===== config.mk =====
export PLATFORM = sky130hd
export DESIGN_NAME = sar_readout_ctrl
export DESIGN_NICKNAME = d
export VERILOG_FILES = /design/src/rtl/sar_rd_pkg.sv /design/src/rtl/sar_rd_timer.sv /design/src/rtl/sar_rd_chan_cnt.sv /design/src/rtl/sar_rd_capture.sv /design/src/rtl/sar_readout_ctrl.sv
export SDC_FILE = /design/constraint.sdc
export NUM_CORES = 1
export LEC_CHECK = 0
export CAP_MARGIN = 25
export CORE_MARGIN = 2
export CORE_UTILIZATION = 32
export CTS_CLUSTER_DIAMETER = 30
export DETAILED_ROUTE_END_ITERATION = 8
export PLACE_DENSITY = 0.55
export SLEW_MARGIN = 20
export SYNTH_ARGS = -nofsm -noshare
export SYNTH_HDL_FRONTEND = slang
export SYNTH_SLANG_ARGS = --single-unit

===== constraint.sdc =====
create_clock -name clk -period 5.45 [get_ports clk]
set_clock_uncertainty 0.2 [all_clocks]
set_input_delay 1.09 -clock clk [delete_from_list [all_inputs] [get_ports clk]]
set_output_delay 1.09 -clock clk [all_outputs]
set_load 0.01 [all_outputs]

===== src/rtl/sar_rd_pkg.sv =====
package sar_rd_pkg;

    typedef enum logic [2:0] {
        ST_IDLE,
        ST_ACQ,
        ST_ARM,
        ST_WAIT,
        ST_RDLO,
        ST_RDHI,
        ST_FIN,
        ST_ERR
    } rd_state_t;

    function automatic int ns_to_cyc(input int ns, input int clk_ns);
        int c;
        c = (ns + clk_ns - 1) / clk_ns;
        return (c < 1) ? 1 : c;
    endfunction

    function automatic int imax(input int a, input int b);
        return (a > b) ? a : b;
    endfunction

endpackage


===== src/rtl/sar_rd_timer.sv =====
module sar_rd_timer #(
    parameter int CW = 8
) (
    input  logic          clk,
    input  logic          rst,
    input  logic          load,
    input  logic [CW-1:0] load_val,
    output logic          zero,
    output logic [CW-1:0] count
);

    always_ff @(posedge clk) begin
        if (rst)
            count <= '0;
        else if (load)
            count <= load_val;
        else if (count != '0)
            count <= count - 1'b1;
    end

    assign zero = (count == '0);

    // an idle timer parks at zero instead of wrapping
    a_r5_timer_parks: assert property (@(posedge clk) disable iff (rst)
        (!load && count == '0) |=> (count == '0));

endmodule


===== src/rtl/sar_rd_chan_cnt.sv =====
module sar_rd_chan_cnt #(
    parameter int NUM_CH = 6,
    parameter int CHW    = 3
) (
    input  logic           clk,
    input  logic           rst,
    input  logic           clear,
    input  logic           step,
    output logic [CHW-1:0] idx,
    output logic           last
);

    localparam logic [CHW-1:0] LAST_IDX = CHW'(NUM_CH - 1);

    always_ff @(posedge clk) begin
        if (rst || clear)
            idx <= '0;
        else if (step && idx != LAST_IDX)
            idx <= idx + 1'b1;
    end

    assign last = (idx == LAST_IDX);

    a_r7_chan_in_range: assert property (@(posedge clk) disable iff (rst)
        idx <= LAST_IDX);

endmodule


===== src/rtl/sar_rd_capture.sv =====
module sar_rd_capture #(
    parameter int DW  = 16,
    parameter int CHW = 3
) (
    input  logic           clk,
    input  logic           rst,
    input  logic           grab,
    input  logic [DW-1:0]  bus,
    input  logic [CHW-1:0] ch_in,
    output logic           valid,
    output logic [DW-1:0]  data,
    output logic [CHW-1:0] ch_out
);

    always_ff @(posedge clk) begin
        if (rst) begin
            valid  <= 1'b0;
            data   <= '0;
            ch_out <= '0;
        end else begin
            valid <= grab;
            if (grab) begin
                data   <= bus;
                ch_out <= ch_in;
            end
        end
    end

endmodule


===== src/rtl/sar_readout_ctrl.sv =====
module sar_readout_ctrl
    import sar_rd_pkg::*;
#(
    parameter int NUM_CH       = 6,
    parameter int DW           = 16,
    parameter int CLK_NS       = 10,
    parameter int ACQ_NS       = 1000,
    parameter int PULSE_NS     = 20,
    parameter int RDLO_NS      = 30,
    parameter int RDHI_NS      = 30,
    parameter int ARM_CYC      = 3,
    parameter int TIMEOUT_CYC  = 400,
    parameter int SAMPLE_OFS   = 1,
    parameter bit CS_PER_FRAME = 1'b1,
    localparam int CHW = (NUM_CH > 1) ? $clog2(NUM_CH) : 1
) (
    input  logic           clk,
    input  logic           rst,
    input  logic           start,
    input  logic           long_acq,
    input  logic           adc_eoc,
    input  logic [DW-1:0]  adc_d,
    output logic           adc_convst_n,
    output logic           adc_cs_n,
    output logic           adc_rd_n,
    output logic           res_valid,
    output logic [CHW-1:0] res_ch,
    output logic [DW-1:0]  res_data,
    output logic           frame_done,
    output logic           timeout_err,
    output logic           busy
);

    // Phase lengths in cycles; SAMPLE_OFS must stay below RDLO_C
    localparam int ACQ_C  = ns_to_cyc(ACQ_NS, CLK_NS);
    localparam int PUL_C  = ns_to_cyc(PULSE_NS, CLK_NS);
    localparam int RDLO_C = ns_to_cyc(RDLO_NS, CLK_NS);
    localparam int RDHI_C = ns_to_cyc(RDHI_NS, CLK_NS);
    localparam int MAXC   = imax(imax(imax(ACQ_C, PUL_C), imax(RDLO_C, RDHI_C)),
                                 imax(ARM_CYC, TIMEOUT_CYC));
    localparam int CW     = $clog2(MAXC + 1);

    localparam logic [CW-1:0] LD_ACQ  = CW'(ACQ_C - 1);
    localparam logic [CW-1:0] LD_PUL  = CW'(PUL_C - 1);
    localparam logic [CW-1:0] LD_ARM  = CW'(ARM_CYC - 1);
    localparam logic [CW-1:0] LD_TO   = CW'(TIMEOUT_CYC - 1);
    localparam logic [CW-1:0] LD_RDLO = CW'(RDLO_C - 1);
    localparam logic [CW-1:0] LD_RDHI = CW'(RDHI_C - 1);
    localparam logic [CW-1:0] GRAB_AT = CW'(RDLO_C - 1 - SAMPLE_OFS);

    rd_state_t st, st_nxt;

    logic          tm_load, tm_zero;
    logic [CW-1:0] tm_val, tm_count;
    logic          ch_clear, ch_step, ch_last;
    logic [CHW-1:0] ch_idx;
    logic          grab;

    sar_rd_timer #(.CW(CW)) u_timer (
        .clk      (clk),
        .rst      (rst),
        .load     (tm_load),
        .load_val (tm_val),
        .zero     (tm_zero),
        .count    (tm_count)
    );

    sar_rd_chan_cnt #(.NUM_CH(NUM_CH), .CHW(CHW)) u_chan (
        .clk   (clk),
        .rst   (rst),
        .clear (ch_clear),
        .step  (ch_step),
        .idx   (ch_idx),
        .last  (ch_last)
    );

    sar_rd_capture #(.DW(DW), .CHW(CHW)) u_cap (
        .clk    (clk),
        .rst    (rst),
        .grab   (grab),
        .bus    (adc_d),
        .ch_in  (ch_idx),
        .valid  (res_valid),
        .data   (res_data),
        .ch_out (res_ch)
    );

    // State register
    always_ff @(posedge clk) begin
        if (rst)
            st <= ST_IDLE;
        else
            st <= st_nxt;
    end

    // Next state and timer / channel control
    always_comb begin
        st_nxt   = st;
        tm_load  = 1'b0;
        tm_val   = '0;
        ch_clear = 1'b0;
        ch_step  = 1'b0;
        unique case (st)
            ST_IDLE: begin
                if (start) begin
                    st_nxt  = ST_ACQ;
                    tm_load = 1'b1;
                    tm_val  = long_acq ? LD_ACQ : LD_PUL;
                end
            end
            ST_ACQ: begin
                if (tm_zero) begin
                    st_nxt  = ST_ARM;
                    tm_load = 1'b1;
                    tm_val  = LD_ARM;
                end
            end
            ST_ARM: begin
                if (tm_zero) begin
                    st_nxt  = ST_WAIT;
                    tm_load = 1'b1;
                    tm_val  = LD_TO;
                end
            end
            ST_WAIT: begin
                if (!adc_eoc) begin
                    st_nxt   = ST_RDLO;
                    tm_load  = 1'b1;
                    tm_val   = LD_RDLO;
                    ch_clear = 1'b1;
                end else if (tm_zero) begin
                    st_nxt = ST_ERR;
                end
            end
            ST_RDLO: begin
                if (tm_zero) begin
                    if (ch_last) begin
                        st_nxt = ST_FIN;
                    end else begin
                        st_nxt  = ST_RDHI;
                        tm_load = 1'b1;
                        tm_val  = LD_RDHI;
                    end
                end
            end
            ST_RDHI: begin
                if (tm_zero) begin
                    st_nxt  = ST_RDLO;
                    tm_load = 1'b1;
                    tm_val  = LD_RDLO;
                    ch_step = 1'b1;
                end
            end
            ST_FIN:  st_nxt = ST_IDLE;
            ST_ERR:  st_nxt = ST_IDLE;
            default: st_nxt = ST_IDLE;
        endcase
    end

    assign grab = (st == ST_RDLO) && (tm_count == GRAB_AT);

    // Outputs decoded from the state register
    always_comb begin
        adc_convst_n = 1'b1;
        adc_cs_n     = 1'b1;
        adc_rd_n     = 1'b1;
        frame_done   = 1'b0;
        timeout_err  = 1'b0;
        busy         = (st != ST_IDLE);
        unique case (st)
            ST_ACQ:  adc_convst_n = 1'b0;
            ST_RDLO: begin
                adc_cs_n = 1'b0;
                adc_rd_n = 1'b0;
            end
            ST_RDHI: adc_cs_n = !CS_PER_FRAME;
            ST_FIN:  frame_done  = 1'b1;
            ST_ERR:  timeout_err = 1'b1;
            default: ;
        endcase
    end

    // Run length of the start strobe low window, for the width check
    logic [CW-1:0] cv_low_run;
    always_ff @(posedge clk) begin
        if (rst)
            cv_low_run <= '0;
        else if (adc_convst_n)
            cv_low_run <= '0;
        else if (cv_low_run != '1)
            cv_low_run <= cv_low_run + 1'b1;
    end

    a_r1_reset_idle: assert property (@(posedge clk)
        rst |=> (adc_convst_n && adc_cs_n && adc_rd_n && !busy && !res_valid));

    a_r3_convst_min_width: assert property (@(posedge clk) disable iff (rst)
        $rose(adc_convst_n) |-> (cv_low_run >= CW'(PUL_C)));

    a_r6_read_needs_select: assert property (@(posedge clk) disable iff (rst)
        !adc_rd_n |-> !adc_cs_n);

    a_r7_valid_single: assert property (@(posedge clk) disable iff (rst)
        res_valid |=> !res_valid);

    a_r8_done_then_idle: assert property (@(posedge clk) disable iff (rst)
        frame_done |=> (!busy && adc_cs_n && adc_rd_n));

    a_r9_start_ignored: assert property (@(posedge clk) disable iff (rst)
        (busy && !frame_done && !timeout_err) |=> busy);

    a_r10_err_then_idle: assert property (@(posedge clk) disable iff (rst)
        timeout_err |=> !busy);

    a_r10_no_read_on_error: assert property (@(posedge clk) disable iff (rst)
        timeout_err |-> (adc_rd_n && adc_cs_n && !frame_done));

endmodule


==> impl_metrics.ini <==
[outcome]
status = finished clean

[die]
die_w_um = 78.3
die_area_sq_um = 6130
initial_core_util = 0.327
die-height_um = 78.3
placementRows = 27
io_pins = 47
coreArea_sq_um = 5410

[clock_tree]
cts_buffers = 5
postCtsHoldBufs = 0
cts_tree = done
cts-resized-gates = 0
clk_path_buf_depth = 2
cts_setup_buffers = 0
cts_sinks = 35
cts_root_buf = clkbuf_8
clkTransAtPathRegs_ns = 0.07
clock_latency_ns = 0.28
cts.htree.levels = 2

[critical_path]
end_kind = output pin
cp_slowest_stage_delay_ns = 0.60
cp.required_ns = 4.16
rr_startpoint = st[2]
r2r_slack_ns = 2.93
reg2regPathDepth = 4
worstSetupStartpoint = st[2]
arrival_ns = 1.93
endpoint = adc_rd_n
crit_buf_inv = 2
r2r-end = u_cap.data[14]
path_cells = nor3b_1 > inv_1 > clkdlybuf4s50_1
slowest_stage = dfxtp_1
cp_max_fo = 16
cp.depth = 3
worstSetupPathType = flip-flop to output pin
cp_top_family = flip-flops
start_kind = flip-flop

[layout]
design_area_sq_um = 2370
final_util = 0.439
layout_common_cells = 46 x clkdlybuf4s50_1, 45 x nand2_1, 35 x dfxtp_1, 27 x a21oi_1, 8 x inv_1
mostFrequentLayoutCell = clkdlybuf4s50_1
final_cells = 329
antenna_cells = 0
fin_nets = 282
areaGrowthSynthToFinish_pct = 34.5
drive_above_1_share = 0.0778

[detailed_routing]
drt_iter0_drc = 84
wirelength_um = 4160
drt-wirelength-per-cell_um = 12.6
drt-vias-per-instance = 4.91
firstDrtPassIters = 4
postRouteAntennaNets = 0
remaining_drc_errors = 0
vias = 1615

[power_and_ir_drop]
ir_drop_uv = 201
powerDensity_nw_per_um2 = 461
leakage_nw = 0.808
p_total_mw = 1.10

[sta]
finalHoldViolCount = 0
setup_viol = 0
period_share = 0.591
rsz0062_at_grt = false
fin_setup_tns_ns = 0
finalCriticalPeriod_ns = 3.22
hold_slack_ns = 0.251
finalWorstSetupSlack_ns = 2.23
drv_slew = 0
tightestPinTransition_ns = 0.811
fmax_mhz = 310
maxSlewHeadroom = 0.458

[synth]
synth_top_cell_area_share = 0.397
ys_types = 44
ys_seq_elements = 35
synth_ff_type = dfxtp_1
synth_area_leaders = dfxtp_1 40%, nand2_1 9.6%, a21oi_1 7.7%
synth_top_area_cell = dfxtp_1
syn_area_per_cell_sq_um = 8.25
synth_edf_count = 0
postSynthCellCount = 214
ys_seq_area_frac = 0.397
synthesis.area_sq_um = 1770
async_reset_ff_frac = 0
synth_warnings = 0
synthesis.nets = 240

[placement]
place_congestion = 0.776
port_buffers = 46
post-place-ws_ns = 2.44
place_inst = 321
placed_area_sq_um = 2270
place_hpwl_um = 2960

[global_routing]
antenna_found_initial = 0
grt_overflow_total = 0
grtUsageTotal = 0.145
grt_first_pass_wirelength_um = 7130
grt_max_degree = 20
grt_pass1_vias = 1506

[job]
drv_cap = 0

[min_path]
min_path_type = flip-flop to flip-flop
-- registers in the layout (all words and copies together) (netlist names) --
signal and flops:
st 3, u_cap.data 16, u_cap.ch_out 3, u_chan.idx 3
u_timer.count 9, u_cap.valid 1
-- where the power goes --
| group | switching [mW] | internal, mW | leakage [nW] |
|---|---|---|---|
| Clock | 0.0935 | 0.115 | 0.0505 |
| Sequential | 0.0892 | 0.296 | 0.284 |
| Combinational | 0.255 | 0.246 | 0.474 |
-- how the worst min path moves through the flow --
stage,from,end,slack [ns],cells after the start
global placement,u_cap.data[1],u_cap.data[1],0.24,2
global route,u_cap.data[7],u_cap.data[7],0.27,2
CTS,u_cap.data[1],u_cap.data[1],0.25,2
finish,u_cap.data[1],u_cap.data[1],0.25,2
floorplan,u_chan.idx[1],u_cap.ch_out[1],0.27,2
detailed placement,u_cap.data[1],u_cap.data[1],0.24,2
-- tightest hold or removal path, cell delays in order (launching register included) --
cell and delay [ns]:
dfxtp_1 0.31, nand2_1 0.05, a21oi_1 0.05
-- final cells by class --
| class | count | area, sq um |
|---|---|---|
| timing repair buffer | 47 | 468 |
| multi-input combinational | 159 | 982 |
| clock buffer | 7 | 96.3 |
| fill | 550 | 3030 |
| tap | 72 | 90.1 |
| sequential | 35 | 701 |
| inverter | 8 | 30.0 |
| clock inverter | 1 | 7.51 |
-- synth_stat cells (all sizes together) (3+ instances only) --
cell,instances
nand2,45
dfxtp,35
a21oi,27
clkbuf,8
inv,8
nor2,7
nor3,7
nand3,6
ha,5
a21o,4
buf,4
nor3b,4
o21ai,4
a211oi,3
nand2b,3
nand4,3
nor4,3
o211ai,3
o31ai,3
xnor2,3
-- routing by layer --
| metal | wire [um] | up-vias | GRT usage |
|---|---|---|---|
| met2 | 1800 | 49 | 0.225 |
| met1 | 2090 | 722 | 0.194 |
| met5 | 0 | - | 0 |
| met3 | 237 | 4 | 0.0356 |
| met4 | 32 | 0 | 0.0526 |
| li1 | - | 840 | - |
-- logic make-up after synthesis --
kind of cell / count (synthesis) / synth area share
adder cells (fa/ha/maj): 5 / 0.0354
AND/OR/NAND/NOR: 92 / 0.277
AO/OA/AOI/OAI: 56 / 0.213
multiplexers: 2 / 0.0113
buffers and inverters: 20 / 0.0468
XOR/XNOR: 4 / 0.0198
flip-flops: 35 / 0.397
Power figures use the tool's default switching activity.
